## src/rtl/rffe_pkg.sv

```systemverilog
// Shared constants and types of the front-end slave register bank.
// Assumes a 5-bit register address space and 8-bit registers.
package rffe_pkg;
    localparam int RFFE_AW = 5;
    localparam int RFFE_DW = 8;

    localparam logic [RFFE_AW-1:0] A_UNUSED_LO = 5'h02;
    localparam logic [RFFE_AW-1:0] A_UNUSED_HI = 5'h19;
    localparam logic [RFFE_AW-1:0] A_STATUS    = 5'h1A;
    localparam logic [RFFE_AW-1:0] A_GROUP_ID  = 5'h1B;
    localparam logic [RFFE_AW-1:0] A_PWR_TRIG  = 5'h1C;
    localparam logic [RFFE_AW-1:0] A_PROD_ID   = 5'h1D;
    localparam logic [RFFE_AW-1:0] A_MFR_LO    = 5'h1E;
    localparam logic [RFFE_AW-1:0] A_UNIQUE_ID = 5'h1F;

    // Power state of the slave, field bits 7:6 of the power/trigger register
    typedef enum logic [1:0] {
        PWR_ACTIVE  = 2'b00,
        PWR_STARTUP = 2'b01,
        PWR_LOW     = 2'b10,
        PWR_RSVD    = 2'b11
    } pwr_state_t;

    // Status flag positions
    localparam int ST_SOFT_RST = 7;
    localparam int ST_CMD_PAR  = 6;
    localparam int ST_CMD_LEN  = 5;
    localparam int ST_ADDR_PAR = 4;
    localparam int ST_DATA_PAR = 3;
    localparam int ST_RD_UNUSED = 2;
    localparam int ST_WR_UNUSED = 1;
    localparam int ST_ID_ERR   = 0;
endpackage

```

## src/rtl/rffe_shadow_bank.sv

```systemverilog
// Shadow/live register pairs for the trigger-capable registers.
// Each write lands in the shadow copy. It also reaches the live copy when
// the direct path is open (trigger masked). A fire pulse copies every
// shadow into its live copy. Bits cleared in BIT_MASK are not stored.
// Assumes wr_sel is one-hot or zero and never coincides with fire.
module rffe_shadow_bank #(
    parameter int NUM_REGS = 2,
    parameter int DW = 8,
    parameter logic [NUM_REGS*DW-1:0] BIT_MASK = 16'hFF7F
) (
    input  logic                   clk,
    input  logic                   rst_n,
    input  logic                   soft_rst,
    input  logic [NUM_REGS-1:0]    wr_sel,
    input  logic                   direct,
    input  logic                   fire,
    input  logic [DW-1:0]          wr_data,
    output logic [NUM_REGS*DW-1:0] live_flat
);
    for (genvar i = 0; i < NUM_REGS; i++) begin : g_pair
        localparam logic [DW-1:0] KEEP = BIT_MASK[i*DW +: DW];
        logic [DW-1:0] shadow_q;
        logic [DW-1:0] live_q;

        // Shadow copy: captures every addressed write
        always_ff @(posedge clk) begin
            if (!rst_n || soft_rst) begin
                shadow_q <= '0;
            end else if (wr_sel[i]) begin
                shadow_q <= wr_data & KEEP;
            end
        end

        // Live copy: direct write when masked, else loaded on fire
        always_ff @(posedge clk) begin
            if (!rst_n || soft_rst) begin
                live_q <= '0;
            end else if (wr_sel[i] && direct) begin
                live_q <= wr_data & KEEP;
            end else if (fire) begin
                live_q <= shadow_q;
            end
        end

        assign live_flat[i*DW +: DW] = live_q;
    end
endmodule

```

## src/rtl/rffe_status_reg.sv

```systemverilog
// Sticky clear-on-read error status.
// Flags are ORed in from one-cycle set pulses. A read strobe clears the
// register at the following edge, but pulses of that same cycle survive.
// A soft reset empties it outright.
module rffe_status_reg #(
    parameter int DW = 8
) (
    input  logic          clk,
    input  logic          rst_n,
    input  logic          soft_rst,
    input  logic          rd_clear,
    input  logic [DW-1:0] set_vec,
    output logic [DW-1:0] status
);
    logic [DW-1:0] status_q;

    // Accumulate flags, clear on read completion
    always_ff @(posedge clk) begin
        if (!rst_n || soft_rst) begin
            status_q <= '0;
        end else begin
            status_q <= (rd_clear ? '0 : status_q) | set_vec;
        end
    end

    assign status = status_q;
endmodule

```

## src/rtl/rffe_ctrl_regs.sv

```systemverilog
// Power state, trigger masks and slave identifiers.
// Unicast writes reach every field of their register. Broadcast writes to
// the power/trigger register touch only the power field. Soft reset
// restores power state and masks, and leaves both identifiers alone.
module rffe_ctrl_regs
    import rffe_pkg::*;
#(
    parameter int NUM_TRIG = 3,
    parameter int ID_W = 4,
    parameter logic [ID_W-1:0] UNIQUE_RST = 4'hF
) (
    input  logic                clk,
    input  logic                rst_n,
    input  logic                soft_rst,
    input  logic                wr_pwr,
    input  logic                wr_pwr_uc,
    input  logic                wr_gid,
    input  logic                wr_uid,
    input  logic [RFFE_DW-1:0]  wr_data,
    output pwr_state_t          pwr_state,
    output logic [NUM_TRIG-1:0] trig_mask,
    output logic [ID_W-1:0]     group_id,
    output logic [ID_W-1:0]     unique_id
);
    pwr_state_t          pwr_q;
    logic [NUM_TRIG-1:0] mask_q;
    logic [ID_W-1:0]     gid_q;
    logic [ID_W-1:0]     uid_q;

    // Power field: any write to the power/trigger register
    always_ff @(posedge clk) begin
        if (!rst_n || soft_rst) begin
            pwr_q <= PWR_LOW;
        end else if (wr_pwr) begin
            pwr_q <= pwr_state_t'(wr_data[RFFE_DW-1 -: 2]);
        end
    end

    // Mask field: unicast writes only
    always_ff @(posedge clk) begin
        if (!rst_n || soft_rst) begin
            mask_q <= '0;
        end else if (wr_pwr_uc) begin
            mask_q <= wr_data[NUM_TRIG +: NUM_TRIG];
        end
    end

    // Identifiers: hardware reset only
    always_ff @(posedge clk) begin
        if (!rst_n) begin
            gid_q <= '0;
            uid_q <= UNIQUE_RST;
        end else begin
            if (wr_gid) gid_q <= wr_data[ID_W-1:0];
            if (wr_uid) uid_q <= wr_data[ID_W-1:0];
        end
    end

    assign pwr_state = pwr_q;
    assign trig_mask = mask_q;
    assign group_id  = gid_q;
    assign unique_id = uid_q;
endmodule

```

## src/rtl/rffe_regbank.sv

```systemverilog
// Top of the front-end slave register bank.
// Decodes the parallel register access port, routes writes to the shadow
// bank, control registers and status register, builds read data and
// drives the amplifier controls. Assumes wr_en and rd_en are never high
// together and that each strobe lasts one cycle per access.
module rffe_regbank
    import rffe_pkg::*;
#(
    parameter int NUM_TRIG_REGS = 2,
    parameter int NUM_TRIG = 3,
    parameter logic [7:0] PROD_ID = 8'h0A,
    parameter logic [7:0] MFR_LO = 8'h07,
    parameter logic [1:0] MFR_HI = 2'b01,
    parameter logic [3:0] UNIQUE_RST = 4'hF
) (
    input  logic       clk,
    input  logic       rst_n,
    input  logic [4:0] reg_addr,
    input  logic [7:0] wr_data,
    input  logic       wr_en,
    input  logic       rd_en,
    input  logic       bcast_wr,
    input  logic       err_cmd_par,
    input  logic       err_cmd_len,
    input  logic       err_addr_par,
    input  logic       err_data_par,
    input  logic       err_id,
    output logic [7:0] rd_data,
    output logic       pa_en,
    output logic [1:0] pa_mode
);
    localparam int ID_W = 4;
    localparam int LIVE_W = NUM_TRIG_REGS * RFFE_DW;

    logic                     wr_uc;
    logic                     unused_hit;
    logic                     wr_pwr;
    logic                     new_mask0;
    logic                     fire0;
    logic                     soft_rst;
    logic [NUM_TRIG_REGS-1:0] wr_sel;
    logic [LIVE_W-1:0]        live_flat;
    logic [RFFE_DW-1:0]       set_vec;
    logic [RFFE_DW-1:0]       status;
    pwr_state_t               pwr_state;
    logic [NUM_TRIG-1:0]      trig_mask;
    logic [ID_W-1:0]          group_id;
    logic [ID_W-1:0]          unique_id;
    logic [RFFE_DW-1:0]       amp_reg;

    // Access decode shared by all register groups
    always_comb begin
        wr_uc      = wr_en && !bcast_wr;
        unused_hit = (reg_addr >= A_UNUSED_LO) && (reg_addr <= A_UNUSED_HI);
        wr_pwr     = wr_en && (reg_addr == A_PWR_TRIG);
        new_mask0  = bcast_wr ? trig_mask[0] : wr_data[NUM_TRIG];
        fire0      = wr_pwr && wr_data[0] && !new_mask0;
        soft_rst   = wr_uc && (reg_addr == A_STATUS) && wr_data[ST_SOFT_RST];
    end

    // One select line per trigger-capable register
    for (genvar i = 0; i < NUM_TRIG_REGS; i++) begin : g_sel
        assign wr_sel[i] = wr_uc && (reg_addr == 5'(i));
    end

    rffe_shadow_bank #(
        .NUM_REGS (NUM_TRIG_REGS),
        .DW       (RFFE_DW),
        .BIT_MASK ({{(NUM_TRIG_REGS-1){8'hFF}}, 8'h7F})
    ) u_shadow (
        .clk       (clk),
        .rst_n     (rst_n),
        .soft_rst  (soft_rst),
        .wr_sel    (wr_sel),
        .direct    (trig_mask[0]),
        .fire      (fire0),
        .wr_data   (wr_data),
        .live_flat (live_flat)
    );

    // Error set vector: decoder pulses plus unused-address accesses
    always_comb begin
        set_vec               = '0;
        set_vec[ST_CMD_PAR]   = err_cmd_par;
        set_vec[ST_CMD_LEN]   = err_cmd_len;
        set_vec[ST_ADDR_PAR]  = err_addr_par;
        set_vec[ST_DATA_PAR]  = err_data_par;
        set_vec[ST_RD_UNUSED] = rd_en && unused_hit;
        set_vec[ST_WR_UNUSED] = wr_en && unused_hit;
        set_vec[ST_ID_ERR]    = err_id;
    end

    rffe_status_reg #(
        .DW (RFFE_DW)
    ) u_status (
        .clk      (clk),
        .rst_n    (rst_n),
        .soft_rst (soft_rst),
        .rd_clear (rd_en && (reg_addr == A_STATUS)),
        .set_vec  (set_vec),
        .status   (status)
    );

    rffe_ctrl_regs #(
        .NUM_TRIG   (NUM_TRIG),
        .ID_W       (ID_W),
        .UNIQUE_RST (UNIQUE_RST)
    ) u_ctrl (
        .clk       (clk),
        .rst_n     (rst_n),
        .soft_rst  (soft_rst),
        .wr_pwr    (wr_pwr),
        .wr_pwr_uc (wr_pwr && !bcast_wr),
        .wr_gid    (wr_uc && (reg_addr == A_GROUP_ID)),
        .wr_uid    (wr_uc && (reg_addr == A_UNIQUE_ID)),
        .wr_data   (wr_data),
        .pwr_state (pwr_state),
        .trig_mask (trig_mask),
        .group_id  (group_id),
        .unique_id (unique_id)
    );

    // Read data multiplexer, zero outside a read strobe
    always_comb begin
        rd_data = '0;
        if (rd_en) begin
            if (reg_addr < 5'(NUM_TRIG_REGS)) begin
                rd_data = live_flat[reg_addr*RFFE_DW +: RFFE_DW];
            end else begin
                case (reg_addr)
                    A_STATUS:    rd_data = status;
                    A_GROUP_ID:  rd_data = {4'h0, group_id};
                    A_PWR_TRIG:  rd_data = {pwr_state, trig_mask, 3'b000};
                    A_PROD_ID:   rd_data = PROD_ID;
                    A_MFR_LO:    rd_data = MFR_LO;
                    A_UNIQUE_ID: rd_data = {2'b00, MFR_HI, unique_id};
                    default:     rd_data = '0;
                endcase
            end
        end
    end

    // Amplifier controls from the live copy of register 0
    always_comb begin
        amp_reg = live_flat[RFFE_DW-1:0];
        pa_mode = amp_reg[1:0];
        pa_en   = amp_reg[2] && (pwr_state == PWR_ACTIVE);
    end
endmodule

```

## config.mk

```make
export PLATFORM = sky130hd
export DESIGN_NAME = rffe_regbank
export DESIGN_NICKNAME = d
export VERILOG_FILES = /design/src/rtl/rffe_pkg.sv /design/src/rtl/rffe_shadow_bank.sv /design/src/rtl/rffe_status_reg.sv /design/src/rtl/rffe_ctrl_regs.sv /design/src/rtl/rffe_regbank.sv
export SDC_FILE = /design/constraint.sdc
export NUM_CORES = 1
export LEC_CHECK = 0
export ABC_AREA = 1
export BUFFER_PORTS_ARGS = -buffer_cell sky130_fd_sc_hd__clkbuf_2
export CAP_MARGIN = 20
export CORE_ASPECT_RATIO = 1.4
export CORE_MARGIN = 2
export CORE_UTILIZATION = 57
export DETAILED_ROUTE_END_ITERATION = 10
export GPL_ROUTABILITY_DRIVEN = 0
export HOLD_SLACK_MARGIN = 0.12
export PLACE_DENSITY = 0.79
export SYNTH_ARGS = -nofsm -noshare
export SYNTH_HDL_FRONTEND = slang
export SYNTH_SLANG_ARGS = --single-unit
export TNS_END_PERCENT = 100
```

## constraint.sdc

```tcl
create_clock -name clk -period 1.75 [get_ports clk]
set_clock_uncertainty 0.2 [all_clocks]
set_input_delay 0.0875 -clock clk [delete_from_list [all_inputs] [get_ports clk]]
set_output_delay 0.0875 -clock clk [all_outputs]
set_load 0.05 [all_outputs]
```

==> results of run 1 <==
kinds of logic (layout without fill, tap and decap cells):
family / count (synthesis) / count (layout) / share of synthesized area, %
AND/OR/NAND/NOR: 187 / 187 / 31.2
buffers and inverters: 56 / 122 / 10.7
AO/OA/AOI/OAI: 88 / 88 / 18.9
flip-flops: 50 / 50 / 39.3
registers in the layout, indices dropped and copies added (netlist names):
signal                    count
u_shadow.g_pair.live_q       15
u_shadow.g_pair.shadow_q     15
u_status.status               7
u_ctrl.group_id               4
u_ctrl.unique_id              4
u_ctrl.trig_mask              3
u_ctrl.pwr_state              2
synth_stat cells:
| cell type | count | area [um^2] |
|---|---|---|
| a211oi_1 | 1 | 7.51 |
| a21oi_1 | 44 | 220 |
| buf_2 | 2 | 10.0 |
| buf_4 | 3 | 22.5 |
| buf_6 | 6 | 67.6 |
| clkbuf_1 | 3 | 11.3 |
| dfxtp_1 | 50 | 1000 |
| inv_1 | 40 | 150 |
| inv_2 | 1 | 3.75 |
| inv_4 | 1 | 6.26 |
| nand2_1 | 105 | 394 |
| nand2_2 | 5 | 31.3 |
| nand3_1 | 21 | 105 |
| nand3_2 | 2 | 20.0 |
| nand3_4 | 1 | 17.5 |
| nand4_1 | 1 | 6.26 |
| nor2_1 | 42 | 158 |
| nor2_2 | 6 | 37.5 |
| nor2_4 | 1 | 11.3 |
| nor3_1 | 3 | 15.0 |
| o211ai_1 | 5 | 37.5 |
| o21ai_0 | 30 | 150 |
| o21ai_2 | 6 | 52.6 |
| o22ai_1 | 2 | 12.5 |
worst min path at each step:
stage                                     to  slack, ns  depth (start not counted)
after floorplan           u_status.status[0]      0.005                          2
after global placement    u_status.status[4]        0.1                          3
after detailed placement  u_status.status[6]       0.10                          3
after CTS                 u_status.status[1]       0.12                          6
after global routing      u_status.status[1]       0.16                          6
final                     u_status.status[1]       0.14                          6
power by group:
| group | internal [mW] | switching, mW |
|---|---|---|
| clock network | 0.320 | 0.372 |
| logic | 0.103 | 0.153 |
| registers | 1.15 | 0.0112 |
| total | 1.58 | 0.537 |
critical path, cell delays in order, from the launching register on:
cell and delay, ns:
dfxtp_1 0.33, inv_1 0.08, o21ai_0 0.20, o21ai_0 0.11
nor2_1 0.09, clkbuf_2 0.28
repair_timing:
action	CTS	global route
endpoints found under the hold margin	46	0
setup endpoints to repair	0	25
hold buffers	26	0
resized for setup	0	17
layout make-up:
class | instances | area, um^2
multi-input combinational | 275 | 1310
fill | 377 | 1100
sequential | 50 | 1000
timing repair buffer | 72 | 531
inverter | 42 | 163
clock buffer | 7 | 86.3
tap | 60 | 75.1
clock inverter | 1 | 5.00
stage by stage:
step	total power [mW]	area [um^2]	setup WS, ns	instances
finish	2.11	3170	0.0629	507
global route	2.19	3170	0.00394	507
CTS	2.12	3140	0.0123	507
detailed placement	1.39	2790	0.105	473
global placement	1.39	2790	0.150	473
floorplan	1.31	2560	0.0692	381
layer usage:
layer | GRT usage (%) | vias up | routed length, um
met3 | 4.21 | 25 | 448
met2 | 48.2 | 132 | 3450
met4 | 13.4 | 0 | 265
met1 | 35.8 | 1212 | 2760
met5 | 0 | - | 0
li1 | - | 1353 | -
==> impl_metrics.yaml, run 1 <==
global_routing:
  grtUsageTotal_pct: 29.0
  antenna_found_initial: 0
  grt_pass1_wl_mm: 11.2
  grt-ovfl-total: 0
  grt_max_degree: 23
  grt_pass1_vias: 2518
clock_tree:
  clk_latency_ns: 0.30
  cts_setup_buffers: 0
  cts_sinks: 50
  cts_buffers: 5
  ctsHtreeMaxLevel: 2
  clock-root-buffer: "clkbuf_8"
  cts_buffer_depth: 2
  cts_tree: "done"
  clk_pin_slew_ns: 0.09
final_layout:
  fin_nets: 469
  post-route-util_pct: 74.2
  area_delta_synth_final_pct: 24.5
  n_antenna_cell: 0
  final_common_cell: "nand2_1"
  drive_gt1_share_pct: 18.8
  final_cell_mix: "nand2_1, dfxtp_1, a21oi_1"
logic_synthesis:
  ys_types: 24
  netlist_area_um2: 2550
  synth_cells: 381
  syn-mean-instance-area_um2: 6.69
  yosysSeqAreaShare_pct: 39.3
  yosysWarnings: 0
  ys_ff_latch: 50
  syn-num-nets: 404
power_and_ir_drop:
  powerDensity_nw_per_um2: 666
  p_leak_nw: 1.39
  ir_drop_uv: 684
critical_path:
  endpoint_kind: "primary output"
  critPathCapture: "rd_data[0]"
  crit_arrival_ns: 1.40
  required_ns: 1.46
  critical_path.startpoint: "u_shadow.g_pair[0].live_q[0]"
  cp_max_fo: 2
  reg2reg_slack_ns: 0.14
  critPathLaunchType: "flop"
  r2r_cells: 6
  crit_type: "flop to primary output"
  r2r_start: "u_ctrl.trig_mask[0]"
  reg2reg_to: "u_shadow.g_pair[1].live_q[2]"
timing:
  period_minus_slack_ns: 1.69
  period_share_pct: 96.4
  tightest_slew_ns: 0.341
  max_slew_margin_pct: 77.2
  hold_viol: 0
  final-setup-viol-count: 0
  max_freq_mhz: 593
  fin_hold_ws_ns: 0.143
  fin_setup_tns_ns: 0
  rsz0062_at_grt: "no"
  drv_slew: 0
detailed_routing:
  wl_per_cell_um: 13.6
  final_antenna_net_count: 0
  drcViolationCount: 0
  drt_pass1_iterations: 5
  via_per_inst: 5.37
  routed-via-count: 2722
  drt_iter0_markers: 213
  wirelength_mm: 6.92
worst_hold_path:
  worstHoldPathType: "primary input to flop"
  hold_start: "reg_addr[2]"
floorplanning:
  dieWidth_um: 60.5
  initial_core_util_pct: 59.6
  dieArea_um2: 5030
  io_pins: 34
  core_um2: 4270
  die_h_um: 83.1
  placementRows: 28
placed_design:
  io_buffers: 33
  post-dp-hpwl_mm: 5.12
run:
  drv_cap: 0
outcome:
  status: "complete, no violations"
Power figures use the tool's default switching activity.
==> inputs of run 2 (changes only) <==
Settings changed: CORE_MARGIN 2 to 3, CORE_UTILIZATION 57 to 42, PLACE_DENSITY 0.79 to not set.
==> run 2 against run 1 <==
Net effect: routed wire length up 6.4%; via count down 4.2%; first-iteration DRC count down 40%; clock-buffer cell count down 2; non-clock buffer count up 4; combinational power up 5%; maximum frequency up 1.2%; flip-flop and latch count unchanged; critical path depth up 1; critical path type is now primary input to flop.
==> impl_metrics.yaml, run 2 (synthesis gave the netlist of run 1 again) <==
outcome:
  status: "complete, no violations"
global_routing:
  grtUsageTotal_pct: 21.7
  antenna_found_initial: 0
  grt_pass1_vias: 2500
  grt_max_degree: 23
  grt_pass1_wl_mm: 11.9
  grt-ovfl-total: 0
detailed_routing:
  wl_per_cell_um: 14.2
  wirelength_mm: 7.36
  via_per_inst: 5.02
  drt_pass1_iterations: 5
  routed-via-count: 2607
  final_antenna_net_count: 0
  drcViolationCount: 0
  drt_iter0_markers: 127
power_and_ir_drop:
  p_leak_nw: 1.43
  finalPower_mw: 2.24
  powerDensity_nw_per_um2: 692
  ir_drop_uv: 423
clock_tree:
  cts_sinks: 50
  cts_buffers: 5
  cts_buffer_depth: 2
  clk_latency_ns: 0.30
  clk_pin_slew_ns: 0.09
  clock-root-buffer: "clkbuf_8"
  cts_setup_buffers: 0
  ctsHtreeMaxLevel: 2
  cts_tree: "done"
floorplanning:
  die_h_um: 98.2
  initial_core_util_pct: 44.8
  dieWidth_um: 71.8
  dieArea_um2: 7050
  io_pins: 34
  placementRows: 32
  core_um2: 5690
critical_path:
  r2r_cells: 5
  required_ns: 1.75
  critPathLaunchType: "primary input"
  cp_max_fo: 7
  endpoint_kind: "flop"
  max_stage_delay_ns: 0.59
  crit_buf_inv: 3
  crit_type: "primary input to flop"
  crit_arrival_ns: 1.67
  path_common_cell: "dlygate4sd3_1"
  crit_family: "buffers and inverters"
  r2r_start: "u_ctrl.trig_mask[0]"
  worstPathCellList: "clkbuf_2 -> dlygate4sd3_1 -> nand2_2 -> a21oi_1 -> dlygate4sd3_1 -> nor2_1"
  reg2reg_slack_ns: 0.15
  reg2reg_to: "u_shadow.g_pair[1].live_q[0]"
  slowest_stage: "dlygate4sd3_1"
timing:
  period_minus_slack_ns: 1.67
  period_share_pct: 95.2
  max_slew_margin_pct: 79.7
  drv_slew: 0
  rsz0062_at_grt: "yes"
  tightest_slew_ns: 0.303
  hold_viol: 0
  fin_ws_ns: 0.0832
  final-setup-viol-count: 0
  max_freq_mhz: 600
  fin_setup_tns_ns: 0
run:
  drv_cap: 0
final_layout:
  stdcell_count: 519
  area_delta_synth_final_pct: 27.0
  drive_gt1_share_pct: 19.7
  n_antenna_cell: 0
  post-route-util_pct: 56.9
  fin_nets: 473
  final_cell_mix: "nand2_1, dfxtp_1, nor2_1"
  final_common_cell: "nand2_1"
placed_design:
  dp.cells: 487
  pre_cts_slack_ns: 0.0191
  post-dp-hpwl_mm: 5.68
  io_buffers: 33
worst_hold_path:
  worstHoldPathType: "primary input to flop"
  hold_start: "reg_addr[2]"
  hold_depth: 6
  hold_end: "u_status.status[1]"
[run 2: cell types whose count changed in the layout (fill, tap and decap cells not counted), moves of 2 or more]
cell,before,now
nand2_1,102,104
clkbuf_2,30,28
a21oi_2,1,3
a21oi_1,43,41
dlygate4sd3_1,26,24
o21ai_0,29,25
buf_4,14,19
o21ai_1,1,5
nor2_1,40,42
buf_6,0,2
[run 2: area by class of cell]
type	instances	area, um^2
clock buffers	5	68.8
clock inverters	3	40.0
fillers	580	2450
inverters	42	160
multi-input cells	275	1300
flip-flops and latches	50	1000
well taps	68	85.1
repair buffers	76	581
[run 2: worst max-delay path by stage]
stage                            startpoint                           end  slack (ns)  depth (start not counted)
3_3_place_gp                    reg_addr[0]  u_shadow.g_pair[1].live_q[1]        0.05                         12
4_1_cts        u_shadow.g_pair[0].live_q[0]                    rd_data[0]       0.008                          5
6_report                              rd_en            u_status.status[0]        0.08                          6
2_1_floorplan  u_shadow.g_pair[0].live_q[2]                         pa_en        0.07                          2
3_5_place_dp                    reg_addr[0]  u_shadow.g_pair[1].live_q[1]        0.02                         12
5_1_grt                               rd_en            u_status.status[5]       -0.01                          6
[run 2: per-stage QoR]
| step | hold WS (ns) | area, um^2 |
|---|---|---|
| after detailed placement | 0.101 | 2850 |
| final | 0.144 | 3240 |
| after global routing | 0.207 | 3240 |
| after floorplan | 0.00493 | 2560 |
| after CTS | 0.149 | 3210 |
| after global placement | 0.0976 | 2850 |
[run 2: timing repair]
action | 4_1_cts | 5_1_grt
endpoints found under the setup margin | 2 | 12
endpoints found under the hold margin | 45 | 0
pin swaps | 0 | 1
hold buffers | 24 | 0
resized for setup | 2 | 20
[run 2: where the power goes]
part	leakage [nW]	internal, mW	switching [mW]
Combinational	0.967	0.112	0.157
Clock	0.0579	0.421	0.383
Sequential	0.405	1.15	0.0111
[run 2: worst reg2reg max path: stages (launching register included)]
cell and delay (ns):
dfxtp_1 0.36, buf_4 0.18, nand2_2 0.25, nand2_1 0.23, o21ai_0 0.22, nor2_1 0.06
[run 2: per-layer routing]
| layer | vias to the layer above | global-route usage (%) | share of wire (%) |
|---|---|---|---|
| met5 | - | 0 | 0 |
| met2 | 62 | 39.2 | 52 |
| met3 | 13 | 2.68 | 4.0 |
| li1 | 1359 | - | - |
| met4 | 0 | 7.09 | 2.0 |
| met1 | 1173 | 25.9 | 42 |
==> inputs of run 3 (changes only) <==
Settings changed: ABC_AREA 1 to not set, CTS_CLUSTER_SIZE set to 25.
==> run 3 against run 2 <==
Net effect: sequential share of layout area is 2.1 points lower; combinational power is 13% higher; non-clock buffer count grew 15; the run now ends with negative setup slack left; via count shrank 8.2%.
==> impl_metrics.yaml, run 3 <==
outcome:
  status: "complete, but fails checks"
  violations: "negative setup slack"
logic_synthesis:
  synth_edf_count: 0
  netlist_area_um2: 2480
  synth_cells: 293
  yosys.area.top_type_share_pct: 40.3
  ys.flop_type: "dfxtp_1"
  yosysWarnings: 0
  synthTopCellsByArea: "dfxtp_1, mux2i_1, nand2_1, nor2_1, a311oi_1"
  synthTopCellsByCount: "dfxtp_1, nand2_1, nor2_1, mux2i_1, a21oi_1"
  syn-mean-instance-area_um2: 8.48
  yosys.area.top_type: "dfxtp_1"
  ys_types: 42
  async_reset_ff_share_pct: 0
  yosysSeqAreaShare_pct: 40.3
  ys_ff_latch: 50
  syn-num-nets: 316
  yosysMostFrequentCell: "dfxtp_1"
clock_tree:
  cts_buffer_depth: 2
  cts_tree: "done"
  ctsHtreeMaxLevel: 2
  cts_sinks: 50
  clock-root-buffer: "clkbuf_8"
  cts_buffers: 5
  clk_pin_slew_ns: 0.09
  clk_latency_ns: 0.30
global_routing:
  antenna_found_initial: 0
  grt_max_degree: 25
  grt-ovfl-total: 0
  grt_pass1_wl_mm: 11.5
  grtUsageTotal_pct: 20.9
  grt_pass1_vias: 2361
floorplanning:
  initial_core_util_pct: 44.3
  die_h_um: 97.0
  dieArea_um2: 6890
  placementRows: 32
  io_pins: 34
  dieWidth_um: 71.0
  core_um2: 5610
detailed_routing:
  routed-via-count: 2392
  wl_met2_mm: 3.59
  wl_met1_mm: 3.04
  drcViolationCount: 0
  route.met3.wl_um: 220
  maxUsedRoutingLayer: "met4"
  via_per_inst: 5.51
  drt_pass1_iterations: 4
  wirelength_mm: 7.08
  wl_per_cell_um: 16.3
  drt_iter0_markers: 166
  final_antenna_net_count: 0
timing:
  fin_setup_tns_ns: -0.365
  tightest_slew_ns: 0.563
  period_minus_slack_ns: 1.87
  fin_ws_ns: -0.117
  period_share_pct: 107
  fin_hold_ws_ns: 0.140
  drv_slew: 0
  rsz0062_at_grt: "yes"
  hold_viol: 0
  max_slew_margin_pct: 62.5
  final-setup-viol-count: 5
  max_freq_mhz: 536
final_layout:
  fin_nets: 388
  fillerInstances: 525
  area_delta_synth_final_pct: 40.8
  final_cell_mix: "dfxtp_1, nand2_1, nor2_1"
  n_antenna_cell: 0
  post-route-util_pct: 62.4
  final_common_cell: "dfxtp_1"
  drive_gt1_share_pct: 30.3
  stdcell_count: 434
  stdcell_area_um2: 3500
placed_design:
  dp.cells: 407
  pre_cts_slack_ns: -0.0898
  post-dp-hpwl_mm: 5.23
  post_dp_cell_area_um2: 3060
  io_buffers: 33
run:
  drv_cap: 0
critical_path:
  endpoint_kind: "primary output"
  crit_type: "primary input to primary output"
  r2r_cells: 6
  worstPathCellList: "buf_6 -> or4_4 -> o21a_4 -> nand2b_4 -> a211oi_4 -> buf_12"
  slowest_stage: "or4_4"
  cp_max_fo: 7
  crit_arrival_ns: 1.58
  required_ns: 1.46
  max_stage_delay_ns: 0.54
  critPathLaunchType: "primary input"
power_and_ir_drop:
  powerDensity_nw_per_um2: 703
  p_leak_nw: 1.36
  finalPower_mw: 2.46
  ir_drop_uv: 414
worst_hold_path:
  worstHoldPathType: "primary input to flop"
  hold_depth: 4
[run 3: cell types whose count changed after synthesis, sizes merged, moves of 8 or more]
cell,change
a21oi,-27
a311oi,+13
buf,+8
inv,-41
mux2i,+30
nand2,-65
nand3,-10
o21ai,-32
[run 3: logic make-up (layout without fill, tap and decap cells)]
logic type      Yosys count  after routing  share of synthesized area, %
compound gates           49             49                          15.2
buf+inv                  27            100                          5.49
flops                    50             50                          40.3
mux                      30             30                          12.1
simple gates            137            137                          27.0
[run 3: path summary, 6_finish.rpt]
kind | end | slack, ns | from
setup reg to reg | u_shadow.g_pair[0].live_q[5] | 0.11 | u_ctrl.trig_mask[0]
setup / recovery | rd_data[3] | -0.12 | reg_addr[4]
hold reg to reg | u_shadow.g_pair[0].shadow_q[0] | 0.26 | u_shadow.g_pair[0].shadow_q[0]
hold / removal | u_ctrl.trig_mask[1] | 0.14 | wr_en
[run 3: power breakdown]
| part | internal (mW) | switching, mW |
|---|---|---|
| Sequential | 1.15 | 0.00987 |
| Clock | 0.610 | 0.383 |
| Combinational | 0.144 | 0.160 |
| Total | 1.90 | 0.553 |
[run 3: worst max-delay path, delay by kind of cell]
kind                   cells  cell delay, ns
AO/OA/AOI/OAI              2            0.45
buffers and inverters      2            0.26
AND/OR/NAND/NOR            2            0.78
[run 3: metal layers]
layer | vias up | GRT usage [%]
met4 | 0 | 8.10
met5 | - | 0
met3 | 18 | 3.22
met2 | 57 | 36.0
met1 | 1133 | 25.7
li1 | 1184 | -
[run 3: final cells by class]
| class | instances | area, um^2 | area share, % |
|---|---|---|---|
| clock inverters | 2 | 60.1 | 1.72 |
| clock buffers | 6 | 82.6 | 2.36 |
| repair buffers | 91 | 797 | 22.8 |
| well taps | 68 | 85.1 | 2.43 |
| flip-flops and latches | 50 | 1010 | 28.8 |
| multi-input cells | 216 | 1460 | 41.8 |
| inverters | 1 | 3.75 | 0.107 |
[run 3: what timing repair did]
action	CTS	global route
hold buffers	17	0
endpoints found under the hold margin	50	0
pin swaps	5	6
buffers inserted	0	2
setup endpoints to repair	7	10
gates resized for setup	14	14
